<file path="src/rtl/nvm_cmd_pkg.sv">
package nvm_cmd_pkg;

    localparam int CTRL_W   = 16;
    localparam int CODE_W   = 6;
    localparam int ROWS_W   = 3;
    localparam int OP_W     = 3;

    localparam int BIT_START = 15;
    localparam int BIT_WREN  = 14;
    localparam int BIT_ERR   = 13;
    localparam int BIT_ERASE = 6;

    typedef enum logic [OP_W-1:0] {
        OP_NONE       = 3'd0,
        OP_PROG_ROWS  = 3'd1,
        OP_ERASE_ROWS = 3'd2,
        OP_ERASE_GEN  = 3'd3,
        OP_ERASE_CFG  = 3'd4,
        OP_ERASE_ALL  = 3'd5,
        OP_ERASE_BOOT = 3'd6
    } nvm_op_e;

    typedef enum logic [1:0] {
        ST_IDLE   = 2'd0,
        ST_CHECK  = 2'd1,
        ST_LAUNCH = 2'd2,
        ST_WAIT   = 2'd3
    } seq_state_e;

endpackage

</file>
<file path="src/rtl/nvm_cmd_decode.sv">
module nvm_cmd_decode
    import nvm_cmd_pkg::*;
#(
    parameter int CODE_BITS = CODE_W,
    parameter int ROW_BITS  = ROWS_W
) (
    input  logic                 erase_sel,
    input  logic [CODE_BITS-1:0] code,
    input  logic                 ext_mode,
    output nvm_op_e              op,
    output logic [ROW_BITS-1:0]  rows
);
    localparam logic [3:0] GRP_ROWS = 4'b0110;
    localparam logic [3:0] GRP_GEN  = 4'b0011;
    localparam logic [3:0] GRP_CFG  = 4'b0101;
    localparam logic [3:0] GRP_ALL  = 4'b1001;
    localparam logic [3:0] GRP_BOOT = 4'b1010;

    logic [3:0] grp;
    logic [1:0] sub;

    assign grp = code[CODE_BITS-1 -: 4];
    assign sub = code[1:0];

    always_comb begin
        op   = OP_NONE;
        rows = '0;
        if (grp == GRP_ROWS && sub != 2'b11) begin
            op   = erase_sel ? OP_ERASE_ROWS : OP_PROG_ROWS;
            rows = ROW_BITS'(1) << sub;
        end else if (erase_sel) begin
            unique case (grp)
                GRP_GEN:  op = OP_ERASE_GEN;
                GRP_CFG:  op = OP_ERASE_CFG;
                GRP_ALL:  op = ext_mode ? OP_ERASE_ALL  : OP_NONE;
                GRP_BOOT: op = ext_mode ? OP_ERASE_BOOT : OP_NONE;
                default:  op = OP_NONE;
            endcase
        end
    end
endmodule

</file>
<file path="src/rtl/nvm_op_timer.sv">
module nvm_op_timer #(
    parameter int CYCLES = 6,
    localparam int CNT_W = $clog2(CYCLES + 1)
) (
    input  logic clk,
    input  logic rst_n,
    input  logic clear,
    input  logic run,
    output logic expired
);
    logic [CNT_W-1:0] cnt_q;

    assign expired = run && (cnt_q == CNT_W'(CYCLES - 1));

    always_ff @(posedge clk or negedge rst_n) begin
        if (!rst_n) begin
            cnt_q <= '0;
        end else if (clear) begin
            cnt_q <= '0;
        end else if (run && !expired) begin
            cnt_q <= cnt_q + CNT_W'(1);
        end
    end
endmodule

</file>
<file path="src/rtl/nvm_cmd_seq.sv">
module nvm_cmd_seq
    import nvm_cmd_pkg::*;
(
    input  logic       clk,
    input  logic       rst_n,
    input  logic       start_set,
    input  logic       legal,
    input  logic       done,
    output seq_state_e state,
    output logic       accept,
    output logic       reject,
    output logic       launch,
    output logic       waiting,
    output logic       finish
);
    seq_state_e st_q;
    seq_state_e st_d;

    always_ff @(posedge clk or negedge rst_n) begin
        if (!rst_n) begin
            st_q <= ST_IDLE;
        end else begin
            st_q <= st_d;
        end
    end

    always_comb begin
        st_d = st_q;
        unique case (st_q)
            ST_IDLE:   if (start_set) st_d = ST_CHECK;
            ST_CHECK:  st_d = legal ? ST_LAUNCH : ST_IDLE;
            ST_LAUNCH: st_d = ST_WAIT;
            ST_WAIT:   if (done) st_d = ST_IDLE;
            default:   st_d = ST_IDLE;
        endcase
    end

    always_comb begin
        accept  = 1'b0;
        reject  = 1'b0;
        launch  = 1'b0;
        waiting = 1'b0;
        finish  = 1'b0;
        unique case (st_q)
            ST_IDLE:   ;
            ST_CHECK:  begin
                accept = legal;
                reject = !legal;
            end
            ST_LAUNCH: launch = 1'b1;
            ST_WAIT:   begin
                waiting = 1'b1;
                finish  = done;
            end
            default:   ;
        endcase
    end

    assign state = st_q;
endmodule

</file>
<file path="src/rtl/nvm_cmd_ctrl.sv">
module nvm_cmd_ctrl
    import nvm_cmd_pkg::*;
#(
    parameter int ADDR_W       = 16,
    parameter int TIMER_CYCLES = 6
) (
    input  logic              clk,
    input  logic              rst_n,
    input  logic              reg_wr,
    input  logic [15:0]       reg_wdata,
    output logic [15:0]       reg_rdata,
    input  logic              ext_prog_mode,
    input  logic [ADDR_W-1:0] ptr_addr,
    input  logic              arr_done,
    output logic              busy,
    output logic              arr_cmd,
    output logic [2:0]        arr_op,
    output logic [2:0]        arr_rows,
    output logic [ADDR_W-1:0] arr_addr
);
    logic              start_q;
    logic              wren_q;
    logic              err_q;
    logic              erase_q;
    logic [CODE_W-1:0] code_q;

    nvm_op_e           dec_op;
    logic [ROWS_W-1:0] dec_rows;
    nvm_op_e           op_q;
    logic [ROWS_W-1:0] rows_q;
    logic [ADDR_W-1:0] addr_q;

    seq_state_e        state;
    logic              accept, reject, launch, waiting, finish;
    logic              tmr_expired;
    logic              done;
    logic              idle_wr;
    logic              start_set;
    logic              restart_try;
    logic              unused_wbits;

    assign unused_wbits = ^reg_wdata[12:7];

    assign idle_wr     = reg_wr && !start_q;
    assign start_set   = idle_wr && reg_wdata[BIT_START];
    assign restart_try = reg_wr && start_q && reg_wdata[BIT_START];

    nvm_cmd_decode #(
        .CODE_BITS (CODE_W),
        .ROW_BITS  (ROWS_W)
    ) u_decode (
        .erase_sel (erase_q),
        .code      (code_q),
        .ext_mode  (ext_prog_mode),
        .op        (dec_op),
        .rows      (dec_rows)
    );

    nvm_cmd_seq u_seq (
        .clk       (clk),
        .rst_n     (rst_n),
        .start_set (start_set),
        .legal     (wren_q && (dec_op != OP_NONE)),
        .done      (done),
        .state     (state),
        .accept    (accept),
        .reject    (reject),
        .launch    (launch),
        .waiting   (waiting),
        .finish    (finish)
    );

    generate
        if (TIMER_CYCLES > 0) begin : g_timer
            nvm_op_timer #(
                .CYCLES (TIMER_CYCLES)
            ) u_timer (
                .clk     (clk),
                .rst_n   (rst_n),
                .clear   (launch),
                .run     (waiting),
                .expired (tmr_expired)
            );
        end else begin : g_no_timer
            assign tmr_expired = 1'b0;
        end
    endgenerate

    assign done = waiting && (arr_done || tmr_expired);

    // Control word fields
    always_ff @(posedge clk or negedge rst_n) begin
        if (!rst_n) begin
            start_q <= 1'b0;
            wren_q  <= 1'b0;
            erase_q <= 1'b0;
            code_q  <= '0;
        end else begin
            if (idle_wr) begin
                wren_q  <= reg_wdata[BIT_WREN];
                erase_q <= reg_wdata[BIT_ERASE];
                code_q  <= reg_wdata[CODE_W-1:0];
            end
            if (start_set) begin
                start_q <= 1'b1;
            end else if (reject || finish) begin
                start_q <= 1'b0;
            end
        end
    end

    // Error flag: hardware set has priority over a software clear
    always_ff @(posedge clk or negedge rst_n) begin
        if (!rst_n) begin
            err_q <= 1'b0;
        end else if (reject || restart_try) begin
            err_q <= 1'b1;
        end else if (reg_wr && !reg_wdata[BIT_ERR]) begin
            err_q <= 1'b0;
        end
    end

    // Command capture at the accept transition
    always_ff @(posedge clk or negedge rst_n) begin
        if (!rst_n) begin
            op_q   <= OP_NONE;
            rows_q <= '0;
            addr_q <= '0;
        end else if (accept) begin
            op_q   <= dec_op;
            rows_q <= dec_rows;
            addr_q <= ptr_addr;
        end
    end

    assign reg_rdata = {start_q, wren_q, err_q, 6'b000000, erase_q, code_q};
    assign busy      = start_q;
    assign arr_cmd   = (state == ST_LAUNCH);
    assign arr_op    = op_q;
    assign arr_rows  = rows_q;
    assign arr_addr  = addr_q;
endmodule

</file>
<file path="config.mk">
export PLATFORM = sky130hd
export DESIGN_NAME = nvm_cmd_ctrl
export DESIGN_NICKNAME = d
export VERILOG_FILES = /design/src/rtl/nvm_cmd_pkg.sv /design/src/rtl/nvm_cmd_decode.sv /design/src/rtl/nvm_op_timer.sv /design/src/rtl/nvm_cmd_seq.sv /design/src/rtl/nvm_cmd_ctrl.sv
export SDC_FILE = /design/constraint.sdc
export NUM_CORES = 1
export LEC_CHECK = 0
export BUFFER_PORTS_ARGS = -buffer_cell sky130_fd_sc_hd__buf_2
export CAP_MARGIN = 20
export CORE_MARGIN = 5
export CORE_UTILIZATION = 50
export DETAILED_ROUTE_END_ITERATION = 10
export PLACE_DENSITY = 0.84
export SLEW_MARGIN = 25
export SYNTH_ARGS = -nofsm -noshare
export SYNTH_HDL_FRONTEND = slang
export SYNTH_SLANG_ARGS = --single-unit
</file>
<file path="constraint.sdc">
create_clock -name clk -period 6.7 [get_ports clk]
set_input_delay 0 -clock clk [delete_from_list [all_inputs] [get_ports clk]]
set_output_delay 0 -clock clk [all_outputs]
set_load 0.02 [all_outputs]
</file>
==> run metrics <==
outcome finished, final reports clean; gr usage total between 10% and 20%; Layout fillers 251; Nets 272; Mean Syn Cell Area 12.1 µm²; synth unique cells 33; vias in the first global route 1,443; Placed Cells about 240; IO Count 77; initial DRC count 73; number of hold violations in the final report 0; row count 21; Max transition margin 46.4%; Max Freq between 300 and 400 MHz; total chip power 1.01 mW; Area contributors post-synth dfrtp_1 (54%), mux2_2 (17%), buf_4 (4.4%), o21ai_0 (2.9%), inv_1 (2.0%); multiplexer area fraction after synthesis 18.1%; Die Wd between 60 and 70 µm; Finished Layout Cells 280; RD Place Congestion around 0.72; Vias 1,373; residual DRC count 0; worst vdd ir between 0.2 and 0.25 mV; Yosys reg bits 37; worst-skew pair later-pin latency 0.34 ns; required time of the critical path 6.93 ns; Clock Path Buffers 2; Cells after Synth 143; critical path arrival 2.96 ns; Synth Area in XOR/XNOR 0.508%; die area between 4000 and 5000 µm²; Synth Area in Simple Gates 7.32%; Worst Path Max Fanout 13; Synth top area share 53.7%; final WL roughly 4.0 mm; wire length per cell around 14 µm; antenna-violating nets left 0; CTS clk-pin slew, worst paths 0.10 ns; Seq/Total Area, Yosys 53.7%; hold path depth 4; Yosys top cell by area dfrtp_1; via/cell ratio 4.90; Post-synth top cells dfrtp_1 (37), mux2_2 (26), buf_4 (10), o21ai_0 (10); iteration count of the initial detailed-routing pass 4; skew final 0.00399 ns; Syn Std Cell Area between 1500 and 2000 µm²; Ys Warns 0; Detailed Place HPWL between 2 and 3 mm; Core Area 3340 µm²; Starting Density 51.7%; hold slack 0.00718 ns; unrepaired setup endpoints after global routing false; GRT overflow 0; worst slew pin tran just over 0.8 ns; # clock sinks 37; placed cell area between 2000 and 2500 µm²; Main synth FF type dfrtp_1; first-pass GRT wire length 6.37 mm; Tcrit/Tclk final 40.8%; setup tns final 0 ns; Synth Area in Adders ~1.5%; max_cap viols 0; largest family of logic cells by synthesized area multiplexers; H-tree depth 2; ant diodes 0; Post-synth ARST share 100%; Die Y 68.7 µm; Port Buffer Count 64; time the worst path needs with I/O delays and setup 2.73 ns; Layout area overhead 38.2%; Slew Limit Fails 0; critical path capture point type register; largest net degree at the start of global routing 38; min-delay worst type in2reg; Post-synth EDFFs 0; Power per Cell Area 425 nW/µm²; # resized after CTS 0; top-count cell post-synth dfrtp_1; Pleak 1.15 nW; pre-CTS setup slack 3.97 ns; Setup Viol. Count Final 0; TritonCTS clock tree done; root buf cell clkbuf_4; initial antenna violation count 0; crit start category register; fin util 71.5%; CTS Buf Count 5; Final Instance Area between 2000 and 2500 µm²; final worst slack 3.97 ns; Setup Crit Path Kind reg2reg; layout cell share with drive strength beyond 1 ~43%; R2R cell count 5; complex-gate fraction of the synthesized area 10.4%
[report_power, final]
group / switching (mW) / internal, mW / leakage, nW
Clock: 0.0703 / 0.0891 / 0.0455
Sequential: 0.0912 / 0.321 / 0.453
Combinational: 0.253 / 0.190 / 0.648
[final timing paths]
kind / slack (ns) / endpoint / start
min in group asynchronous: 0.27 / code_q[3] / rst_n
max in group asynchronous: 5.93 / arr_addr[12] / rst_n
setup reg to reg: 3.97 / arr_addr[13] / code_q[5]
hold / removal: 0.007 / u_seq.state[0] / arr_done
hold reg to reg: 0.51 / arr_addr[12] / arr_addr[12]
setup / recovery: 3.97 / arr_addr[13] / code_q[5]
[sequential cells by signal, summed over array words and instances (netlist names), named ones only]
name	count
arr_addr	16
err_q	1
wren_q	1
arr_op	3
g_timer.u_timer.cnt_q	3
busy	1
code_q	6
u_seq.state	1
arr_rows	3
erase_q	1
[area by class of cell]
class,instances,area [µm²],area share (%)
Clock inverter,1,30.0,1.26
Sequential cell,37,926,38.8
Tap cell,46,57.6,2.41
Multi-Input combinational cell,87,674,28.3
Timing Repair Buffer,93,608,25.5
Inverter,9,33.8,1.42
Clock buffer,7,55.1,2.31
[cell usage in the layout (no fill, tap or decap), types with 4 or more instances in the layout]
master / instances
dlygate4sd3_1: 28
dfrtp_1: 37
nand2_1: 9
nor2_1: 4
clkbuf_4: 5
buf_2: 64
inv_1: 9
conb_1: 6
o21ai_0: 10
mux2_2: 26
[cells by family (layout without fill, tap and decap cells)]
family,after synthesis,in the layout
other,1,6
AO/OA/AOI/OAI,25,25
multiplexers,28,28
AND/OR/NAND/NOR,25,25
flip-flops,37,37
buffers and inverters,24,110
XOR/XNOR,1,1
adder cells (fa/ha/maj),2,2
[repair_timing]
action                    in CTS  in global routing
hold buffers                  28                  0
hold endpoints to repair      64                  0
buffers inserted               0                  0
[critical path, stage by stage (launching register included)]
cell       delay, ns
dfrtp_1         0.44
nand2b_1        0.18
a2111o_1        0.52
a2111oi_4       0.77
buf_4           0.34
mux2_2          0.36
[routing by layer]
metal / share of wire (%) / up-vias / track usage [%]
li1: - / 666 / -
met1: 38 / 647 / 18.7
met2: 52 / 52 / 34.1
met3: 9.1 / 8 / 7.29
met4: 1.5 / 0 / 5.35
met5: 0 / - / 0
No activity file was read; power rests on OpenSTA's default activity.
